[src/rtl/tx_ring_pkg.sv]
package tx_ring_pkg;

  typedef enum logic [2:0] {
    ST_IDLE,
    ST_RD_FLAG,
    ST_RD_BASE,
    ST_RD_LEN,
    ST_LAUNCH,
    ST_WAIT,
    ST_WR_STAT,
    ST_WR_FLAG
  } ringState_t;

  // control -> datapath strobes
  typedef struct packed {
    logic       pollStart;
    logic       ldFlag;
    logic       ldBase;
    logic       ldLen;
    logic       ldResult;
    logic       advance;
    logic       rewind;
    logic       timerRun;
    logic [1:0] wordSel;
  } ringStrobe_t;

  localparam logic [1:0] OFS_BASE = 2'd0;
  localparam logic [1:0] OFS_FLAG = 2'd1;
  localparam logic [1:0] OFS_LEN  = 2'd2;
  localparam logic [1:0] OFS_STAT = 2'd3;

endpackage

[src/rtl/tx_ring_ctrl.sv]
module tx_ring_ctrl
  import tx_ring_pkg::*;
(
  input  logic        clk,
  input  logic        rstN,
  input  logic        startReq,
  input  logic        stopReq,
  input  logic        memAck,
  input  logic        txDone,
  input  logic        pollGo,
  input  logic        ownBit,
  input  logic        hardErr,
  output ringStrobe_t strobe,
  output logic        memReq,
  output logic        memWe,
  output logic        txStart,
  output logic        frameDone,
  output logic        txOn
);

  ringState_t state, nextState;
  logic inMem, inWrite, flagAck;

  assign inMem   = (state == ST_RD_FLAG) || (state == ST_RD_BASE) || (state == ST_RD_LEN) ||
                   (state == ST_WR_STAT) || (state == ST_WR_FLAG);
  assign inWrite = (state == ST_WR_STAT) || (state == ST_WR_FLAG);
  assign memReq  = inMem && !stopReq;
  assign memWe   = inWrite && !stopReq;
  assign txStart = (state == ST_LAUNCH) && !stopReq;
  assign flagAck = (state == ST_WR_FLAG) && memAck && !stopReq;

  always_comb begin
    strobe    = '0;
    nextState = state;
    unique case (state)
      ST_IDLE: begin
        strobe.timerRun = txOn;
        if (txOn && pollGo) begin
          nextState        = ST_RD_FLAG;
          strobe.pollStart = 1'b1;
        end
      end
      ST_RD_FLAG: begin
        strobe.wordSel = OFS_FLAG;
        if (memAck) begin
          strobe.ldFlag = 1'b1;
          nextState     = ownBit ? ST_RD_BASE : ST_IDLE;
        end
      end
      ST_RD_BASE: begin
        strobe.wordSel = OFS_BASE;
        if (memAck) begin
          strobe.ldBase = 1'b1;
          nextState     = ST_RD_LEN;
        end
      end
      ST_RD_LEN: begin
        strobe.wordSel = OFS_LEN;
        if (memAck) begin
          strobe.ldLen = 1'b1;
          nextState    = ST_LAUNCH;
        end
      end
      ST_LAUNCH: nextState = ST_WAIT;
      ST_WAIT: begin
        if (txDone) begin
          strobe.ldResult = 1'b1;
          nextState       = ST_WR_STAT;
        end
      end
      ST_WR_STAT: begin
        strobe.wordSel = OFS_STAT;
        if (memAck) nextState = ST_WR_FLAG;
      end
      ST_WR_FLAG: begin
        strobe.wordSel = OFS_FLAG;
        if (memAck) begin
          strobe.advance = 1'b1;
          if (hardErr) nextState = ST_IDLE;
          else begin
            nextState        = ST_RD_FLAG;
            strobe.pollStart = 1'b1;
          end
        end
      end
      default: nextState = ST_IDLE;
    endcase
    if (stopReq) begin
      strobe        = '0;
      strobe.rewind = 1'b1;
      nextState     = ST_IDLE;
    end
  end

  always_ff @(posedge clk) begin
    if (!rstN) begin
      state     <= ST_IDLE;
      frameDone <= 1'b0;
      txOn      <= 1'b0;
    end else begin
      state     <= nextState;
      frameDone <= flagAck;
      if (stopReq)                txOn <= 1'b0;
      else if (flagAck && hardErr) txOn <= 1'b0;
      else if (startReq)           txOn <= 1'b1;
    end
  end

endmodule

[src/rtl/tx_ring_dpath.sv]
module tx_ring_dpath
  import tx_ring_pkg::*;
#(
  parameter int ADDR_W      = 24,
  parameter int LOG_W       = 3,
  parameter int POLL_CYCLES = 1600
) (
  input  logic              clk,
  input  logic              rstN,
  input  ringStrobe_t       strobe,
  input  logic              demand,
  input  logic              txOn,
  input  logic [15:0]       ringLo,
  input  logic [15:0]       initWord,
  input  logic [15:0]       memRdata,
  input  logic [15:0]       txStatus,
  input  logic [2:0]        txRetry,
  output logic              pollGo,
  output logic              ownBit,
  output logic              hardErr,
  output logic [ADDR_W-1:0] memAddr,
  output logic [15:0]       memWdata,
  output logic [23:0]       txBufAddr,
  output logic [11:0]       txByteCount
);

  localparam int IDX_W = (1 << LOG_W) - 1;
  localparam int CNT_W = $clog2(POLL_CYCLES);
  localparam logic [15:0] RSVD_MASK = 16'hDFFF;

  logic [IDX_W-1:0]  idx, ringMask;
  logic [CNT_W-1:0]  pollCnt;
  logic              pollDue, demandPend, errAny;
  logic [7:0]        flagReg, hiBase, newFlag;
  logic [15:0]       baseLo, lenReg, statReg, negLen;
  logic [2:0]        retryReg;
  logic [ADDR_W-1:0] ringBase;
  logic              unusedBits;

  assign unusedBits = ^{initWord[12:8], flagReg[7:2]};

  assign ringMask = (IDX_W'(1) << initWord[15 -: LOG_W]) - IDX_W'(1);
  assign ringBase = ADDR_W'({initWord[7:0], ringLo});
  assign memAddr  = ringBase + ADDR_W'({idx, 2'b00}) + ADDR_W'(strobe.wordSel);

  assign pollDue = (pollCnt == CNT_W'(POLL_CYCLES - 1));
  assign pollGo  = pollDue || demand || demandPend;
  assign ownBit  = memRdata[15];

  assign errAny  = statReg[15] | statReg[14] | statReg[12] | statReg[11] | statReg[10];
  assign hardErr = statReg[15] | statReg[14];
  assign newFlag = {1'b0, errAny, 1'b0, retryReg, flagReg[1:0]};
  assign memWdata = (strobe.wordSel == OFS_STAT) ? (statReg & RSVD_MASK) : {newFlag, hiBase};

  assign negLen      = ~lenReg + 16'd1;
  assign txByteCount = negLen[11:0];
  assign txBufAddr   = {hiBase, baseLo};

  always_ff @(posedge clk) begin
    if (!rstN) begin
      idx        <= '0;
      pollCnt    <= '0;
      demandPend <= 1'b0;
      flagReg    <= '0;
      hiBase     <= '0;
      baseLo     <= '0;
      lenReg     <= '0;
      statReg    <= '0;
      retryReg   <= '0;
    end else begin
      if (strobe.rewind)       idx <= '0;
      else if (strobe.advance) idx <= (idx + IDX_W'(1)) & ringMask;

      pollCnt <= strobe.timerRun ? pollCnt + CNT_W'(1) : '0;

      if (strobe.rewind || strobe.pollStart || !txOn) demandPend <= 1'b0;
      else if (demand)                                demandPend <= 1'b1;

      if (strobe.ldFlag) begin
        flagReg <= memRdata[15:8];
        hiBase  <= memRdata[7:0];
      end
      if (strobe.ldBase) baseLo <= memRdata;
      if (strobe.ldLen)  lenReg <= memRdata;
      if (strobe.ldResult) begin
        statReg  <= txStatus;
        retryReg <= txRetry;
      end
    end
  end

endmodule

[src/rtl/tx_ring_poller.sv]
module tx_ring_poller
  import tx_ring_pkg::*;
#(
  parameter int ADDR_W      = 24,
  parameter int LOG_W       = 3,
  parameter int POLL_CYCLES = 1600
) (
  input  logic              clk,
  input  logic              rstN,
  input  logic              startReq,
  input  logic              stopReq,
  input  logic              demand,
  input  logic [15:0]       ringLo,
  input  logic [15:0]       initWord,
  output logic              memReq,
  output logic              memWe,
  output logic [ADDR_W-1:0] memAddr,
  output logic [15:0]       memWdata,
  input  logic              memAck,
  input  logic [15:0]       memRdata,
  output logic              txStart,
  output logic [23:0]       txBufAddr,
  output logic [11:0]       txByteCount,
  input  logic              txDone,
  input  logic [15:0]       txStatus,
  input  logic [2:0]        txRetry,
  output logic              frameDone,
  output logic              txOn
);

  ringStrobe_t strobe;
  logic pollGo, ownBit, hardErr;

  tx_ring_ctrl u_ctrl (
    .clk(clk), .rstN(rstN), .startReq(startReq), .stopReq(stopReq),
    .memAck(memAck), .txDone(txDone), .pollGo(pollGo), .ownBit(ownBit),
    .hardErr(hardErr), .strobe(strobe), .memReq(memReq), .memWe(memWe),
    .txStart(txStart), .frameDone(frameDone), .txOn(txOn)
  );

  tx_ring_dpath #(.ADDR_W(ADDR_W), .LOG_W(LOG_W), .POLL_CYCLES(POLL_CYCLES)) u_dpath (
    .clk(clk), .rstN(rstN), .strobe(strobe), .demand(demand), .txOn(txOn),
    .ringLo(ringLo), .initWord(initWord), .memRdata(memRdata),
    .txStatus(txStatus), .txRetry(txRetry), .pollGo(pollGo), .ownBit(ownBit),
    .hardErr(hardErr), .memAddr(memAddr), .memWdata(memWdata),
    .txBufAddr(txBufAddr), .txByteCount(txByteCount)
  );

endmodule

[config.mk]
export PLATFORM = sky130hd
export DESIGN_NAME = tx_ring_poller
export DESIGN_NICKNAME = d
export VERILOG_FILES = /design/src/rtl/tx_ring_pkg.sv /design/src/rtl/tx_ring_ctrl.sv /design/src/rtl/tx_ring_dpath.sv /design/src/rtl/tx_ring_poller.sv
export SDC_FILE = /design/constraint.sdc
export NUM_CORES = 1
export LEC_CHECK = 0
export BUFFER_PORTS_ARGS = -buffer_cell sky130_fd_sc_hd__buf_4
export CAP_MARGIN = 10
export CORE_ASPECT_RATIO = 1.4
export CORE_MARGIN = 4
export CORE_UTILIZATION = 35
export DETAILED_ROUTE_END_ITERATION = 7
export PLACE_DENSITY = 0.61
export SLEW_MARGIN = 40
export SYNTH_ARGS = -nofsm -noshare
export SYNTH_HDL_FRONTEND = slang
export SYNTH_SLANG_ARGS = --single-unit
export TNS_END_PERCENT = 50
[constraint.sdc]
create_clock -name clk -period 6.8 [get_ports clk]
set_input_delay 0 -clock clk [delete_from_list [all_inputs] [get_ports clk]]
set_output_delay 0 -clock clk [all_outputs]
set_load 0.05 [all_outputs]
Word level (Yosys, flattened, before mapping)
Index checks and enable logic that the tools add are counted.
Storage, ports and cells
  register bits after elaboration: 81
  bits of input ports: 74
  word-level logic and storage cells: 93
Operators by class
  add/subtract/negate cells: 6
  equal/unequal tests: 16
  shift-type cells: 1
  multiplexer cells: 25
  bitwise gates (word level): 7
  reduce and logical (&&, ||, !) cells: 26
Operator list (count)
  adder 24 x 2 -> 24 bit: 1
  adder 24 x 9 -> 24 bit: 1
  one-hot mux 3 bit (8 select lines): 1
  2-to-1 mux 3 bit: 7
  2-to-1 mux 16 bit: 1
  adder 12 x 1 -> 12 bit, second input constant: 1
  == test 3 bit, second input constant: 4
  2-to-1 mux 1 bit: 12
  != test 2 bit, second input constant: 6
  inverter 12 bit: 1
  adder 11 x 1 -> 11 bit, second input constant: 1
  == test 11 bit, second input constant: 1
  2-to-1 mux 10 bit: 1
  logical OR 1 bit: 9
  OR reduction 2 bit: 4
  adder 7 x 1 -> 7 bit, second input constant: 1
  bitwise AND 7 bit: 1
  logical AND 1 bit: 7
  AND reduction 7 bit: 1
  left shift 1 x 3 -> 7 bit, first input constant: 1
  subtractor 7 x 2 -> 7 bit, second input constant: 1
  == test 3 x 2 -> 1 bit, second input constant: 2
  one-hot mux 2 bit (3 select lines): 1
  bitwise OR 1 bit: 4
  other kinds (10): 11

Longest topological paths before layout
Gate-level depths: netlist of run 1.
  depth in word-level cells: 10
  mapped depth: 12

Cells and area by module
A second synthesis of run 1 with hierarchy kept.
Second synthesis, totals
  cell total of the unflattened synthesis: 485
  area, all modules: 4423.0 µm²
By module, submodules not included
  tx_ring_dpath: instances 1, cells each 433, area each 4046.4 µm², sequential area each 1501.4 µm²
  tx_ring_ctrl: instances 1, cells each 52, area each 376.6 µm², sequential area each 100.1 µm²

Worst setup path after synthesis of run 1
No wires, ideal clock.
  path type: register -> output
  from: register u_ctrl.state[0]
  to: output memAddr[14]
  arrival time: 3.037 ns
  data required time: 6.800 ns
  setup slack: 3.763 ns
  stages on the path, launching flop included: 12
  buffers on the path: 1
  path through: dfxtp_1 > buf_2 > a21oi_1 > a211oi_1 > ha_1 > inv_1 > fa_1 > nand2b_1 > a211o_1 > a21oi_2 > nand4_1 > xnor2_1
Between the ends
  word-level cells in the longest chain between the ends: 5
  elaborated cells on any way between the ends: 8
  those cells by class: add/sub (1); eq/ne (4); mux (2); reduce/logical (1)
Ends and longest elaborated chain
  from (decl): line tx_ring_ctrl.sv:21  | ringState_t state, nextState;
  from (signal assigned): line tx_ring_ctrl.sv:101  | state <= nextState;
  == test 3 bit or == test 3 x 1 -> 1 bit (tied branches): line tx_ring_ctrl.sv:35  | unique case (state)
  OR reduction 2 bit (no line)
  one-hot mux 2 bit (3 select lines) *: line tx_ring_ctrl.sv:35
  2-to-1 mux 10 bit *: line tx_ring_ctrl.sv:88  | if (stopReq) begin
  adder 24 x 2 -> 24 bit *: line tx_ring_dpath.sv:44  | assign memAddr = ringBase + ADDR_W'({idx, 2'b00}) + ADDR_W'(strobe.wordSel);
  to (decl): line tx_ring_poller.sv:17  | output logic [ADDR_W-1:0] memAddr,
Every way passes the cells marked *; elsewhere a longest branch is shown, timed or not.

Worst setup path in the final report of run 1
  from: register u_ctrl.state[2]
  to: output memAddr[22]
The elaborated chain is that of the path after synthesis.

==> results of run 1 <==
final cells by class:
| type | instances | area (um^2) | area share, % |
|---|---|---|---|
| sequential | 80 | 1602 | 25.49 |
| multi-input combinational | 413 | 2674 | 42.55 |
| clock buffer | 11 | 252.7 | 4.022 |
| inverter | 9 | 33.78 | 0.5376 |
| tap | 150 | 187.7 | 2.987 |
| timing repair buffer | 184 | 1471 | 23.42 |
| clock inverter | 5 | 62.56 | 0.9956 |
Yosys cell counts, types with 2 or more instances:
library cell	count	share of area (%)
mux2_2	5	1.3
nand4_1	5	0.70
inv_1	9	0.76
xnor2_1	26	5.1
and3_1	7	0.98
a21boi_0	34	5.7
nand3b_1	2	0.34
a21o_1	3	0.51
mux2i_1	12	2.7
mux2_4	8	2.7
nor3_2	2	0.45
nor4_1	5	0.70
nor3_1	15	1.7
nand2_1	104	8.8
or3_1	2	0.28
ha_1	13	3.7
a21oi_1	9	1.0
a211oi_1	4	0.67
nor2b_1	21	3.0
nand2b_1	3	0.42
buf_6	2	0.51
nor2b_2	2	0.39
a31oi_1	2	0.28
nand3_1	28	3.1
o22ai_1	3	0.42
nor2_1	30	2.5
o211ai_1	3	0.51
nor3b_1	2	0.34
a21boi_1	11	1.9
xor2_1	23	4.5
dfxtp_1	80	36
buf_4	6	1.0
buf_2	7	0.79
o21ai_0	7	0.79
clkbuf_1	10	0.84
metal layers:
metal | share of wire, % | vias to the layer above
met1 | 40 | 1940
met3 | 7.2 | 12
li1 | - | 2135
met5 | 0 | -
met2 | 51 | 120
met4 | 1.6 | 0
flip-flops by register name, indices dropped and copies added (netlist names):
signal,cells
u_ctrl.frameDone,1
u_ctrl.state,3
u_ctrl.txOn,1
u_dpath.baseLo,16
u_dpath.demandPend,1
u_dpath.flagReg,2
u_dpath.hiBase,8
u_dpath.idx,7
u_dpath.lenReg,12
u_dpath.pollCnt,11
u_dpath.retryReg,3
u_dpath.statReg,15
power by group:
| group | total [mW] | switching [mW] | internal [mW] |
|---|---|---|---|
| Clock | 0.499 | 0.193 | 0.306 |
| Combinational | 0.139 | 0.0738 | 0.0654 |
| Sequential | 0.471 | 0.00134 | 0.469 |
cells by family after synthesis:
logic type	count (synthesis)	synth area share (%)
compound gates	88	14.31
xor+xnor	49	9.640
fa+ha+maj	14	4.104
buf+inv	35	4.019
flops	80	35.98
mux	25	6.661
other cells	1	0.08424
simple gates	236	25.21
per-stage QoR:
| stage | power (mW) | worst slack [ns] | util, % |
|---|---|---|---|
| after global routing | 1.153 | 3.287 | 50.79 |
| after CTS | 1.123 | 3.529 | 50.77 |
| after floorplan | 0.5456 | 3.763 | - |
| after global placement | 0.6039 | 3.924 | 45.31 |
| final | 1.109 | 3.577 | 50.79 |
| after detailed placement | 0.6046 | 3.907 | 45.31 |
worst max-delay path: cells and delay by family (launching register included):
family          cells  cell delay [ns]
fa+ha+maj           2             0.64
xor+xnor            1             0.15
simple gates        2             0.33
compound gates      3             0.79
flops               1             0.54
buf+inv             3             0.43
path summary, 6_finish.rpt:
| kind | slack (ns) | from | depth (start not counted) | endpoint |
|---|---|---|---|---|
| worst max-delay path | 3.58 | u_ctrl.state[2] | 11 | memAddr[22] |
| worst max register to register | 4.54 | u_ctrl.state[0] | 4 | u_dpath.statReg[5] |
| worst min-delay path | 0.04 | initWord[14] | 3 | u_dpath.idx[5] |
| worst min register to register | 0.46 | u_dpath.retryReg[0] | 2 | u_dpath.retryReg[0] |
==> impl_metrics.py, run 1 <==
metrics = {
    "outcome": {
        "status": "completed",
    },
    "setup_path": {
        "end_kind": "output port",
        "critPathKind": "flip-flop to output port",
        "worst_ep_arrival_time_ns": 3.22,
        "worstPathRequired_ns": 6.80,
        "startpoint_type": "flip-flop",
        "critPathSlowestCell": "dfxtp_1",
        "slowest_delay_ns": 0.54,
        "crit_fanout": 10,
        "crit_chain": "inv_1 > a211oi_1 > ha_1 > inv_1 > fa_1 > nand2b_1 > a211o_1 > a21oi_2 > and2b_1 > xor2_1 > buf_4",
        "cp_common_cell": "inv_1",
    },
    "cts": {
        "cts_tree": "built",
        "clock-sinks": 80,
        "clockBufferDepth": 2,
        "cts_root_buf": "clkbuf_16",
        "cts_made_buffers": 9,
        "path_clk_slew_ns": 0.06,
        "cts_hold_buf": 36,
        "clk_latency_ns": 0.33,
        "cts_resized": 0,
        "cts.htree.levels": 3,
        "cts_setup_buffers": 0,
    },
    "timing": {
        "slew_headroom_pct": 49.17,
        "fin_skew_ns": 0.006551,
        "finalSetupViolCount": 0,
        "min_period_ns": 3.223,
        "max_freq_ghz": 0.3103,
        "setup-tns-final_ns": 0,
        "slew_viol_final": 0,
        "hold_viol": 0,
        "finalCritPeriodShare_pct": 47.40,
        "rsz0062_at_grt": "no",
        "whs_ns": 0.03682,
        "worst_pin_slew_ns": 0.7603,
    },
    "cells_and_area": {
        "diodes": 0,
        "area_delta_synth_final_pct": 41.15,
        "fillCellCount": 1197,
        "drive_above_1_share_pct": 27.07,
        "nets": 785,
        "final_cell_mix": "buf_4 (148), nand2_1 (104), dfxtp_1 (80), dlygate4sd3_1 (36), a21boi_0 (34)",
        "final_common_cell": "buf_4",
        "fin_cells": 852,
        "stdcell_area_um2": 6284,
    },
    "die": {
        "die_area_um2": 14610,
        "boundaryPins": 155,
        "fp.dieH_um": 141.4,
        "core-area_um2": 12370,
        "start_util_pct": 35.98,
        "num_rows": 48,
        "dieWidth_um": 103.3,
    },
    "route": {
        "drt_pass1_iterations": 4,
        "drt_iter0_drc": 165,
        "vias_per_cell": 4.938,
        "drt-total-wl_mm": 12.65,
        "routedWlPerCell_um": 14.85,
        "final_antenna_net_count": 0,
        "drc": 0,
        "via_count": 4207,
    },
    "logic_synthesis": {
        "yosysSeqAreaShare_pct": 35.98,
        "synthArstFlopShare_pct": 0,
        "syn-mean-instance-area_um2": 8.431,
        "synth_flop_cell": "dfxtp_1",
        "yosys_register_bits": 80,
        "synth-edff-count": 0,
        "synth.distinct_cells": 58,
        "syn_nets": 616,
        "postSynthCellCount": 528,
        "netlist_area_um2": 4452,
        "yosysWarningCount": 0,
    },
    "power_and_ir_drop": {
        "leakage_nw": 2.675,
        "p_per_area_nw_per_um2": 176.5,
        "vdd_ir_drop_max_mv": 0.1921,
    },
    "place": {
        "gp_congestion": 0.9003,
        "place_area_um2": 5605,
        "place_inst": 800,
        "port_buffers": 147,
        "hpwlAfterDp_mm": 9.645,
    },
    "global_routing": {
        "grt_max_degree": 59,
        "grt_pass1_wl_mm": 20.34,
        "grt_pass1_vias": 4177,
        "busiest_layer": "met2",
        "gr-usage-met1_pct": 19.99,
        "antenna_found_initial": 0,
        "gr-usage-met3_pct": 4.919,
        "grt_util_all_layers_pct": 17.48,
        "grt-ovfl-total": 0,
        "grt_use_met2_pct": 31.01,
    },
    "job": {
        "maxCapViolCount": 0,
    },
    "worst_hold_path": {
        "min_path_type": "input port to flip-flop",
    },
}
No activity file was read; power rests on OpenSTA's default activity.
==> run 2: changes to the inputs <==
Settings changed: ABC_AREA set to 1, PLACE_DENSITY 0.61 to 0.63.
Clock period 6.8 ns to 2.75 ns, I/O delays scaled along.
==> run 2 against run 1 <==
- via count is 16% higher
- critical endpoint is now memAddr[12]
- combinational power grew to 2.7 times the previous value
- synthesized cell count grew 31%
- sequential share of layout area decreased by 1.2 points
- cell count increased by 21%
- design area is 5.4% higher
- utilization rose by 0.64 points
- sequential power rose by 150%
- routed wire length rose by 6.6%
- clock power up 150%
- clock-buffer cell count is 2 lower
==> impl_metrics.py, run 2 <==
metrics = {
    "outcome": {
        "status": "completed",
    },
    "route": {
        "drt-total-wl_mm": 13.49,
        "vias_per_cell": 4.749,
        "drc": 0,
        "wl_met2_mm": 6.699,
        "wl_met3_um": 958,
        "final_antenna_net_count": 0,
        "drt_iter0_drc": 162,
        "highest_layer": "met4",
        "wl_met1_mm": 5.530,
        "routedWlPerCell_um": 13.07,
        "drt_pass1_iterations": 4,
        "via_count": 4901,
    },
    "cts": {
        "cts_made_buffers": 9,
        "path_clk_slew_ns": 0.06,
        "cts.htree.levels": 3,
        "clock-sinks": 80,
        "clk_latency_ns": 0.34,
        "cts_tree": "built",
        "clockBufferDepth": 2,
        "cts_root_buf": "clkbuf_16",
    },
    "logic_synthesis": {
        "synthTopCellsByCount": "nand2_1 (142), nor2_1 (135), dfxtp_1 (80)",
        "postSynthCellCount": 690,
        "synthSimpleGateAreaFrac_pct": 32.77,
        "synth_flop_cell": "dfxtp_1",
        "yosysTopAreaCell": "dfxtp_1",
        "synth.area.mux_share_pct": 0,
        "synth_top_family_by_area": "simple AND/OR/NAND/NOR gates",
        "yosys-top-cells-area": "dfxtp_1 (35%), nand2_1 (12%), nor2_1 (11%)",
        "synth_xor_area_share_pct": 5.128,
        "synth-edff-count": 0,
        "yosysSeqAreaShare_pct": 34.73,
        "yosysWarningCount": 0,
        "synth.distinct_cells": 44,
        "synth_compound_area_share_pct": 14.68,
        "syn-mean-instance-area_um2": 6.684,
        "netlist_area_um2": 4612,
        "post-synth-top-count-cell": "nand2_1",
        "yosys_register_bits": 80,
        "synth_top_area_share_pct": 34.73,
        "synthArstFlopShare_pct": 0,
        "synthAdderAreaFrac_pct": 3.961,
        "syn_nets": 778,
    },
    "cells_and_area": {
        "final_common_cell": "buf_4",
        "top_regs": "u_dpath.baseLo (16), u_dpath.statReg (15), u_dpath.lenReg (12)",
        "fillCellCount": 1313,
        "diodes": 0,
        "stdcell_area_um2": 6621,
        "drive_above_1_share_pct": 25.94,
        "nets": 962,
        "top_register": "u_dpath.baseLo",
        "final_cell_mix": "buf_4 (155), nand2_1 (134), nor2_1 (134), dfxtp_1 (77), o21ai_0 (74)",
        "area_delta_synth_final_pct": 43.57,
        "largest_register_ffs": 16,
    },
    "place": {
        "gp_congestion": 0.8662,
        "port_buffers": 147,
        "hpwlAfterDp_mm": 10.47,
        "place_area_um2": 5824,
        "post-place-ws_ns": 0.1814,
    },
    "die": {
        "start_util_pct": 35.82,
        "fp.dieH_um": 143.8,
        "dieWidth_um": 105.0,
        "boundaryPins": 155,
        "core-area_um2": 12870,
        "die_area_um2": 15100,
        "num_rows": 49,
    },
    "global_routing": {
        "antenna_found_initial": 0,
        "grt-ovfl-total": 0,
        "grt_pass1_vias": 4699,
        "grt_pass1_wl_mm": 21.85,
        "grt_util_all_layers_pct": 17.63,
        "grt_max_degree": 58,
    },
    "setup_path": {
        "worst_ep_arrival_time_ns": 2.67,
        "end_kind": "output port",
        "crit_fanout": 6,
        "worstPathRequired_ns": 2.75,
        "critPathKind": "flip-flop to output port",
        "startpoint_type": "flip-flop",
    },
    "power_and_ir_drop": {
        "combPwrFrac_pct": 13.6,
        "leakage_nw": 3.125,
        "p_seq_share_pct": 42.0,
        "finalPower_mw": 2.766,
        "internal-power_mw": 2.035,
        "p_clk_share_pct": 44.3,
        "p_per_area_nw_per_um2": 417.8,
        "switchingPower_uw": 730.9,
        "vdd_ir_drop_max_mv": 0.4145,
        "switching_share_pct": 26.42,
    },
    "timing": {
        "hold_viol": 0,
        "fin_ws_ns": 0.08258,
        "fin_skew_ns": 0.005214,
        "finalSetupViolCount": 0,
        "slew_headroom_pct": 61.74,
        "min_period_ns": 2.667,
        "max_freq_ghz": 0.3749,
        "slew_viol_final": 0,
        "rsz0062_at_grt": "yes",
        "whs_ns": 0.05857,
        "worst_pin_slew_ns": 0.5687,
        "setup-tns-final_ns": 0,
        "finalCritPeriodShare_pct": 97.00,
    },
    "worst_hold_path": {
        "min_path_type": "input port to flip-flop",
    },
    "job": {
        "maxCapViolCount": 0,
    },
}
## run 2: worst max-delay path: stages, from the launching register on
cell and delay, ns:
dfxtp_4 0.37, inv_4 0.07, nand2_4 0.06, nor2_4 0.10, inv_2 0.05, a31oi_4 0.14, ha_2 0.21, inv_2 0.05
fa_2 0.41, o21ai_4 0.19, nand2_1 0.08, nand2_2 0.10, nand2_2 0.06, nand2_2 0.09, xor2_1 0.14, buf_4 0.21
## run 2: what timing repair did
action / in CTS / in global routing
buffers inserted: 0 / 5
endpoints found under the hold margin: 55 / 0
hold buffers: 36 / 0
endpoints found under the setup margin: 7 / 7
pin swaps: 1 / 12
gates resized for setup: 8 / 20
## run 2: final cells by class
type	count	area [um^2]	share of cell area [%]
multi-input combinational	517	2684	40.53
sequential	80	1610	24.32
timing repair buffer	194	1558	23.53
inverter	72	274.0	4.138
clock buffer	9	225.2	3.401
tap	153	191.4	2.891
clock inverter	7	78.83	1.190
## run 2: path summary, 6_finish.rpt
check,depth (start not counted),end,start,slack (ns)
max,15,memAddr[12],u_ctrl.state[2],0.08
max reg2reg,6,u_dpath.statReg[7],u_ctrl.state[1],1.09
min,4,u_ctrl.state[0],stopReq,0.06
min reg2reg,2,u_dpath.lenReg[11],u_dpath.lenReg[11],0.46
## run 2: layer usage
metal,vias up,track usage (%)
li1,2584,-
met1,2157,20.04
met2,137,31.35
met3,23,4.989
met4,0,6.773
met5,-,0
## run 2: power groups by stage
| stage | clock network, mW | registers (mW) | logic (mW) |
|---|---|---|---|
| finish | 1.23 | 1.16 | 0.376 |
| global route | 1.31 | 1.16 | 0.408 |
| CTS | 1.26 | 1.16 | 0.374 |
| detailed placement | 0 | 1.19 | 0.331 |
| global placement | 0 | 1.19 | 0.331 |
| floorplan | 0 | 1.20 | 0.174 |
## run 2: cell families (layout without fill, tap and decap cells)
family / count (synthesis) / count (layout)
and+or+nand+nor: 347 / 347
AOI/OAI and AO/OA: 128 / 128
buffers and inverters: 93 / 282
DFF: 80 / 80
xor gates and xnor gates: 27 / 27
adders and majority gates: 14 / 14
other: 1 / 1
## run 2: per-stage QoR
step / std cells / util [%]
6_report: 1032 / 51.43
3_5_place_dp: 974 / 45.24
5_1_grt: 1032 / 51.43
2_1_floorplan: 690 / -
3_3_place_gp: 974 / 45.24
4_1_cts: 1026 / 50.58
